## config.mk

```make
export PLATFORM = sky130hd
export DESIGN_NAME = ictl_top
export DESIGN_NICKNAME = d
export VERILOG_FILES = /design/src/rtl/ictl_pkg.sv /design/src/rtl/ictl_step.sv /design/src/rtl/ictl_phase.sv /design/src/rtl/ictl_mu.sv /design/src/rtl/ictl_top.sv
export SDC_FILE = /design/constraint.sdc
export NUM_CORES = 1
export LEC_CHECK = 0
export BUFFER_PORTS_ARGS = -buffer_cell sky130_fd_sc_hd__buf_4
export CAP_MARGIN = 20
export CORE_ASPECT_RATIO = 1.25
export CORE_UTILIZATION = 45
export CTS_CLUSTER_SIZE = 24
export DETAILED_ROUTE_END_ITERATION = 16
export PLACE_DENSITY = 0.77
export SETUP_SLACK_MARGIN = 0.4
export SYNTH_ARGS = -nofsm -noshare
export SYNTH_HDL_FRONTEND = slang
export SYNTH_SLANG_ARGS = --single-unit
```

## constraint.sdc

```tcl
create_clock -name clk -period 5.2 [get_ports clk]
set_clock_uncertainty 0.15 [all_clocks]
set_input_delay 1.04 -clock clk [delete_from_list [all_inputs] [get_ports clk]]
set_output_delay 1.04 -clock clk [all_outputs]
set_load 0.05 [all_outputs]
```

## src/rtl/ictl_pkg.sv

```systemverilog
package ictl_pkg;

    typedef enum logic {
        MU_BY_SPS = 1'b0,
        MU_BY_DIV = 1'b1
    } mu_mode_e;

    // nominal per-sample advance in counter LSBs, rounded
    function automatic longint nominal_step(input int acc_w, input int sps);
        longint full;
        full = longint'(1) << acc_w;
        return (full + longint'(sps / 2)) / longint'(sps);
    endfunction

    // width needed to hold value x
    function automatic int bits_for(input longint x);
        int b;
        b = 1;
        while ((longint'(1) << b) <= x) b++;
        return b;
    endfunction

endpackage

```

## src/rtl/ictl_step.sv

```systemverilog
module ictl_step
    import ictl_pkg::*;
#(
    parameter int ACC_W = 16,
    parameter int V_W   = 17,
    parameter int SPS   = 4
) (
    input  logic                    clk,
    input  logic                    rst,
    input  logic signed [V_W-1:0]   loop_v,
    output logic [ACC_W-1:0]        step_w
);
    localparam int     SUM_W = ACC_W + 3;
    localparam longint NOM   = nominal_step(ACC_W, SPS);
    localparam longint TOP   = (longint'(1) << ACC_W) - 1;

    logic signed [SUM_W-1:0] nom_s;
    logic signed [SUM_W-1:0] v_s;
    logic signed [SUM_W-1:0] sum_s;

    always_comb begin
        nom_s = SUM_W'(NOM);
        v_s   = SUM_W'(loop_v);
        sum_s = nom_s + v_s;
        if (sum_s < SUM_W'(1))
            step_w = ACC_W'(1);
        else if (sum_s > SUM_W'(TOP))
            step_w = ACC_W'(TOP);
        else
            step_w = sum_s[ACC_W-1:0];
    end


    step_nonzero_chk: assert property (@(posedge clk) disable iff (rst)
        step_w != '0);

endmodule

```

## src/rtl/ictl_phase.sv

```systemverilog
module ictl_phase #(
    parameter int ACC_W = 16
) (
    input  logic             clk,
    input  logic             rst,
    input  logic             sample_en,
    input  logic [ACC_W-1:0] step_w,
    output logic [ACC_W-1:0] eta_q,
    output logic             wrap
);
    localparam logic [ACC_W-1:0] HALF = ACC_W'(1) << (ACC_W - 1);

    logic [ACC_W:0] diff;

    always_comb begin
        diff = {1'b0, eta_q} - {1'b0, step_w};
        wrap = diff[ACC_W];
    end

    always_ff @(posedge clk) begin
        if (rst)
            eta_q <= HALF;
        else if (sample_en)
            eta_q <= diff[ACC_W-1:0];
    end


    eta_hold_chk: assert property (@(posedge clk) disable iff (rst)
        !sample_en |=> $stable(eta_q));


    eta_step_chk: assert property (@(posedge clk) disable iff (rst)
        (sample_en && !wrap) |=> (eta_q == $past(eta_q) - $past(step_w)));

endmodule

```

## src/rtl/ictl_mu.sv

```systemverilog
module ictl_mu
    import ictl_pkg::*;
#(
    parameter int       ACC_W = 16,
    parameter int       MU_W  = 12,
    parameter int       SPS   = 4,
    parameter mu_mode_e MODE  = MU_BY_SPS
) (
    input  logic             clk,
    input  logic             rst,
    input  logic             fire,
    input  logic [ACC_W-1:0] eta_q,
    input  logic [ACC_W-1:0] step_w,
    output logic             strobe,
    output logic [MU_W-1:0]  mu
);
    localparam int SPS_W  = bits_for(longint'(SPS));
    localparam int PROD_W = ACC_W + SPS_W;
    localparam int NUM_W  = ACC_W + MU_W;

    logic [MU_W-1:0] mu_next;

    generate
        if (MODE == MU_BY_SPS) begin : g_recip
            logic [PROD_W-1:0] prod;
            always_comb begin
                prod = PROD_W'(eta_q) * PROD_W'(SPS);
                if (prod[PROD_W-1:ACC_W] != '0)
                    mu_next = '1;
                else
                    mu_next = prod[ACC_W-1 -: MU_W];
            end
        end else begin : g_div
            logic [NUM_W-1:0] num;
            logic [NUM_W-1:0] quo;
            always_comb begin
                num     = {eta_q, {MU_W{1'b0}}};
                quo     = num / NUM_W'(step_w);
                mu_next = quo[MU_W-1:0];
            end
        end
    endgenerate

    always_ff @(posedge clk) begin
        if (rst) begin
            strobe <= 1'b0;
            mu     <= '0;
        end else begin
            strobe <= fire;
            if (fire)
                mu <= mu_next;
        end
    end


    strobe_cause_chk: assert property (@(posedge clk) disable iff (rst)
        strobe |-> $past(fire));


    mu_hold_chk: assert property (@(posedge clk) disable iff (rst)
        !strobe |-> $stable(mu));

endmodule

```

## src/rtl/ictl_top.sv

```systemverilog
module ictl_top
    import ictl_pkg::*;
#(
    parameter int ACC_W     = 16,
    parameter int V_W       = 17,
    parameter int SPS       = 4,
    parameter int MU_W      = 12,
    parameter bit MU_DIVIDE = 1'b0
) (
    input  logic                  clk,
    input  logic                  rst,
    input  logic                  sample_en,
    input  logic signed [V_W-1:0] loop_v,
    output logic                  strobe,
    output logic [MU_W-1:0]       mu
);
    localparam mu_mode_e MODE = MU_DIVIDE ? MU_BY_DIV : MU_BY_SPS;

    logic [ACC_W-1:0] step_w;
    logic [ACC_W-1:0] eta_q;
    logic             wrap;
    logic             fire;

    ictl_step #(.ACC_W(ACC_W), .V_W(V_W), .SPS(SPS)) u_step (
        .clk(clk), .rst(rst), .loop_v(loop_v), .step_w(step_w)
    );

    ictl_phase #(.ACC_W(ACC_W)) u_phase (
        .clk(clk), .rst(rst), .sample_en(sample_en), .step_w(step_w),
        .eta_q(eta_q), .wrap(wrap)
    );

    assign fire = sample_en & wrap;

    ictl_mu #(.ACC_W(ACC_W), .MU_W(MU_W), .SPS(SPS), .MODE(MODE)) u_mu (
        .clk(clk), .rst(rst), .fire(fire), .eta_q(eta_q), .step_w(step_w),
        .strobe(strobe), .mu(mu)
    );

endmodule

```

==> results of run 1 <==
sequential cells by signal (all words and copies together) (netlist names):
signal,count
u_mu.mu,12
u_mu.strobe,1
u_phase.eta_q,16
path summary, 6_finish.rpt:
kind / depth (start not counted) / endpoint / slack [ns]
hold / removal: 1 / u_mu.mu[9] / 0.31
hold reg to reg: 1 / u_mu.mu[9] / 0.31
setup / recovery: 13 / u_mu.mu[0] / 0.84
setup reg to reg: 10 / u_mu.mu[0] / 2.54
critical path, stage by stage:
cell and delay, ns:
buf_4 0.10, inv_1 0.06, ha_1 0.30, or3_1 0.38, o21ai_1 0.42, o21ai_0 0.20, ha_1 0.42, a21o_1 0.14
a21oi_1 0.08, a211oi_1 0.44, o211ai_2 0.17, a21oi_2 0.49, o2bb2ai_1 0.17
area by class of cell:
type | instances | area, um^2
Tap cell | 58 | 72.6
Inverter | 9 | 33.8
Multi-Input combinational cell | 195 | 1370
Fill cell | 435 | 2010
Timing Repair Buffer | 32 | 240
Clock inverter | 1 | 7.51
Sequential cell | 29 | 581
Clock buffer | 6 | 82.6
Yosys cell counts, types with 3 or more instances:
cell       count
nand4_1        5
a211oi_1       6
buf_4          3
nand3_1        4
o31ai_1        3
mux2i_1        3
clkbuf_1       3
xnor2_1        4
o21a_1         7
a21oi_1       14
and3_1         3
a31oi_1        3
o21ai_0       19
o2bb2ai_1     13
a21o_1         5
ha_1          18
inv_1          9
dfxtp_1       29
or3_1          3
nor2_1        23
nor4_1         4
xor2_1         4
nand2_1       16
nor3_1         5
power by group through the flow:
| stage | Clock [W] | Combinational (W) | Sequential (W) |
|---|---|---|---|
| 2_1_floorplan | 0 | 0.000264 | 0.000352 |
| 3_3_place_gp | 0 | 0.000409 | 0.000303 |
| 3_5_place_dp | 0 | 0.000413 | 0.000302 |
| 4_1_cts | 0.000195 | 0.000416 | 0.000298 |
| 5_1_grt | 0.000207 | 0.000460 | 0.000302 |
| 6_report | 0.000191 | 0.000418 | 0.000298 |
per-stage QoR:
stage	cell area (um^2)	util, %	hold slack (ns)
6_report	2380	54.3	0.314
3_3_place_gp	2290	52.2	0.302
5_1_grt	2380	54.3	0.330
4_1_cts	2380	54.3	0.318
2_1_floorplan	2060	-	0.306
3_5_place_dp	2290	52.2	0.302
per-layer routing:
metal  vias up  global-route usage (%)
met5         -                       0
met4         0                    7.91
met3        12                    5.44
met2        37                    35.3
met1       899                    23.5
li1        973                       -
logic make-up (layout without fill, tap and decap cells):
| kind of cell | after synthesis | count (layout) |
|---|---|---|
| fa+ha+maj | 19 | 19 |
| simple gates | 78 | 78 |
| mux | 5 | 5 |
| compound gates | 85 | 85 |
| xor+xnor | 8 | 8 |
| flops | 29 | 29 |
| buf+inv | 20 | 48 |
==> run metrics, run 1 <==
portion of the clock cycle consumed by the worst path in the final layout=83.9%; run status=finished, final reports clean; port bufs=32; reported leakage power=1.05 nW; detailed-route wire length on metal 1=2100 um; post-synthesis sequential area ratio=about 28%; number of instances in the synthesized netlist=244; most frequent standard cell in the layout excluding fill and tap cells=buf_4; part of the total power dissipated in combinational logic=46.1%; total clock buffers created by CTS=5; height of the chip=77.6 um; total negative setup slack=0 ns; routed length on met3=152 um; Final Net Count=311; ratio of cells with drive above 1 in the final layout=18.4%; Least-Margin Pin Slew=0.565 ns; effective utilization at floorplan=46.8%; count of warnings emitted by yosys=0; number of synthesized register bits=29; worst endpoint required time=5.26 ns; global-route wire length before repair=7910 um; CTS tree=yes; part of the total power dissipated in the clock network=a little over a fifth; routed length on met2=2430 um; Vias per Instance=5.82; startpoint of the most critical setup path=loop_v[14]; total wire length=4840 um; post-cts gate resize count=0; arrival time worst endpoint=4.42 ns; drt first-iter violations=71; Remaining Overflow, GRT=0; highest-count cells in the layout ignoring fill and taps=32 x buf_4, 29 x dfxtp_1, 23 x nor2_1; via count of the first global-routing pass=1785; smallest setup slack after layout=roughly 0.84 ns; adder-cell share of the synthesized area=11.9%; final antenna-violating net count=0; highest layer used for signal routing=met4; type of the setup path with the least slack=input pin to flip-flop; core area=4390 um^2; Post-synth EDFFs=0; post-CTS setup-driven buffer insertion count=0; total count of max-transition violations in the final report=0; power after layout=between 0.0009 and 0.001 W; Synth Cell Area=roughly 2100 um^2; Antenna Diode Count=0; HPWL after detailed placement=3750 um; placer congestion estimate=0.881; average cell area after synthesis=8.43 um^2; pwr/cell area=381 nW/um^2; CTS H-tree depth=2; Horiz. Die Dim=about 62 um; clock root buffer master=clkbuf_8; count of placed standard cells in the final layout, fillers left out=330; number of vias in the routed layout=1921; number of buffers inserted for hold repair after clock tree synthesis=0; main flop type after synthesis=dfxtp_1; buffer levels on the longest clock path=2; clock insertion delay at the later pin of the skew report=0.28 ns; Reg clk slew, reported paths=around 0.060 ns; async set-reset flop share out of synthesis=0%; post-placement cell count=323; unrepaired setup endpoints after global routing=no; DRC violations left=0; dpl ws=0.628 ns; syn nets=283; worst vdd ir=0.268 mV; maxcap violations=0; nature of the critical path endpoint=flip-flop; ports placed on the boundary=33; fraction of synthesized cell area taken by the top area cell type=28.2%; net switching power=0.000372 W; Yosys top cell by area=dfxtp_1; antenna violations before repair=0; aggregate global-route resource usage=20.4%; area overhead of the layout relative to synthesis=15.9%; largest driver fanout on the critical path=12; Final Critical Period=approximately 4.4 ns; Internal Power=0.000535 W; Routed wire per std cell=14.7 um; drt pass-1 iters=4; Peak Freq=~0.23 GHz; Final setup violation count=0; CP Launch Type=input pin; main combinational cell family by area after synthesis=compound AO/OA/AOI/OAI gates; parity-gate share of the synthesized area counting xor and xnor cells=3.41%; simple-gate share of the synthesized area=19.6%; complex-gate fraction of the synthesized area=28.8%; clk sink count=29; post-synthesis cell type count=57; maximum number of pins on one net before global-route repair=22; launch instance of the worst min-delay path=u_mu.mu[9]; Max-Slew Margin vs Limit=62.3%; Switching Share=41.0%; r2r startpoint=u_phase.eta_q[0]; register share of total power=about a third; share of synthesized area spent on multiplexers=under 10%; Area contributors post-synth=dfxtp_1 28%, ha_1 11%, o2bb2ai_1 5.5%; HP Class=flip-flop to flip-flop; die area=4850 um^2; number of placement rows=27; Hold Vio Cnt, Final=0
(Power assumes the default switching activity.)
==> inputs of run 2 (changes only) <==
==> constraint.sdc (replaced) <==
create_clock -name clk -period 4.08 [get_ports clk]
set_clock_uncertainty 0.15 [all_clocks]
set_input_delay 0.816 -clock clk [delete_from_list [all_inputs] [get_ports clk]]
set_output_delay 0.816 -clock clk [all_outputs]
set_load 0.05 [all_outputs]
==> run metrics, run 2 (synthesis gave the netlist of run 1 again) <==
ratio of cells with drive above 1 in the final layout=35.8% (+17 points); placer congestion estimate=0.896 (+1.6%); global-route wire length before repair=9290 um (+17%); Post-DP Area=2440 um^2 (+6.3%); Final setup violation count=0 (unchanged); CTS H-tree depth=2 (unchanged); arrival time worst endpoint=3.65 ns (-0.77 ns); smallest setup slack after layout=0.462 ns (-0.378 ns); DRC violations left=0 (unchanged); Vias per Instance=6.23 (+7.0%); Max-Slew Margin vs Limit=63.8% (+1.5 points); total clock buffers created by CTS=5 (unchanged); most frequent standard cell in the layout excluding fill and tap cells=buf_4; Least-Margin Pin Slew=0.542 ns (-0.0233 ns); Hold WS=0.316 ns (+0.00271 ns); Final Net Count=334 (+7.4%); height of the chip=77.6 um (unchanged); dpl ws=0.0854 ns (-0.543 ns); maximum number of pins on one net before global-route repair=22 (unchanged); Final Critical Period=3.62 ns; CTS tree=yes; clock insertion delay at the later pin of the skew report=0.30 ns (+0.02 ns); final antenna-violating net count=0 (unchanged); largest driver fanout on the critical path=6 (-6); CP Launch Type=input pin; maxcap violations=0 (unchanged); effective utilization at floorplan=46.8% (unchanged); aggregate global-route resource usage=24.1% (+3.8 points); port bufs=32 (unchanged); Hold Vio Cnt, Final=0 (unchanged); HPWL after detailed placement=4040 um (+7.8%); worst endpoint required time=4.12 ns (-1.14 ns); run status=finished, final reports clean; max reg flops=16 (unchanged); number of placement rows=27 (unchanged); reg-to-reg setup timing slack=1.62 ns (-0.92 ns); number of vias in the routed layout=2205 (+15%); portion of the clock cycle consumed by the worst path in the final layout=88.7%; fillcell total=363 (-17%); Remaining Overflow, GRT=0 (unchanged); clock root buffer master=clkbuf_8; type of the setup path with the least slack=input pin to flip-flop; Routed wire per std cell=18.1 um (+23%); Horiz. Die Dim=62.5 um (unchanged); post-route cell area=2840 um^2 (+19%); total negative setup slack=0 ns (unchanged); unrepaired setup endpoints after global routing=yes; post-placement cell count=329 (+1.9%); buffer levels on the longest clock path=2 (unchanged); Antenna Diode Count=0 (unchanged); via count of the first global-routing pass=2084 (+17%); Peak Freq=0.276 GHz; area overhead of the layout relative to synthesis=38.2%; most flop-heavy register=u_phase.eta_q; reported leakage power=1.20 nW (+14%); drt pass-1 iters=4 (unchanged); top flop regs=u_phase.eta_q (16), u_mu.mu (12), u_mu.strobe (1); total count of max-transition violations in the final report=0 (unchanged); die area=4850 um^2 (unchanged); nature of the critical path endpoint=flip-flop; antenna violations before repair=0 (unchanged); highest-count cells in the layout ignoring fill and taps=49 x buf_4, 29 x dfxtp_1, 23 x nor2_1; worst vdd ir=0.287 mV (+6.9%); clk sink count=29 (unchanged); core area=4390 um^2 (unchanged); pwr/cell area=497 nW/um^2 (+31%); HP Class=flip-flop to flip-flop; total wire length=6410 um (+32%); ports placed on the boundary=33 (unchanged); count of placed standard cells in the final layout, fillers left out=354 (+7.3%); Reg clk slew, reported paths=0.08 ns (+0.02 ns); drt first-iter violations=128 (+80%)
[run 2: cell types whose count changed in the layout (fill, tap and decap cells not counted), moves of 3 or more]
cell / delta
buf_4: +17
ha_1: -7
ha_4: +5
inv_1: -3
o21ai_0: -9
o21ai_1: +3
o21ai_2: +6
[run 2: final timing paths]
check / endpoint / depth (start not counted) / startpoint
hold / removal: u_mu.mu[7] / 1 / u_mu.mu[7]
setup / recovery: u_phase.eta_q[14] / 14 / loop_v[13]
hold reg to reg: u_mu.mu[7] / 1 / u_mu.mu[7]
setup reg to reg: u_phase.eta_q[14] / 10 / u_phase.eta_q[0]
[run 2: cell type report]
type / count / area (um^2) / area share, %
Tap cell: 58 / 72.6 / 2.55
Timing Repair Buffer: 54 / 445 / 15.7
Clock inverter: 2 / 37.5 / 1.32
Clock buffer: 6 / 82.6 / 2.90
Sequential cell: 29 / 581 / 20.4
Inverter: 9 / 38.8 / 1.36
Multi-Input combinational cell: 196 / 1590 / 55.8
[run 2: power breakdown]
part	internal [W]	switching, W
Combinational	0.000315	0.000392
Clock	0.000198	0.000126
Sequential	0.000336	0.0000457
[run 2: metrics by stage]
step | util, % | total power (W)
after floorplan | - | 0.000803
after detailed placement | 55.5 | 0.000953
after global placement | 55.5 | 0.000940
after CTS | 58.4 | 0.00128
final | 64.7 | 0.00141
after global routing | 64.7 | 0.00148
[run 2: critical path: stages]
cell and delay (ns):
buf_4 0.12, nor4_1 0.38, nand4_1 0.18, o21a_4 0.26
nand2_2 0.08, ha_4 0.14, inv_2 0.04, fa_2 0.39
a21o_2 0.24, nand4_2 0.11, a21o_1 0.15, a211o_1 0.14
mux2_4 0.29, a311o_1 0.32
[run 2: layer usage]
metal	global-route usage [%]	part of all wire, %	vias to the layer above
met5	0	0	-
met4	13.3	4.8	0
met3	6.18	4.3	29
met2	42.3	52	85
met1	26.2	39	1068
li1	-	-	1023
[run 2: timing repair]
action / in CTS / in global routing
endpoints found under the setup margin: 1 / 18
resized for setup: 0 / 36
gates cloned: 0 / 1
pin swaps: 1 / 25
hold buffers: 0 / 0
setup buffers: 1 / 15
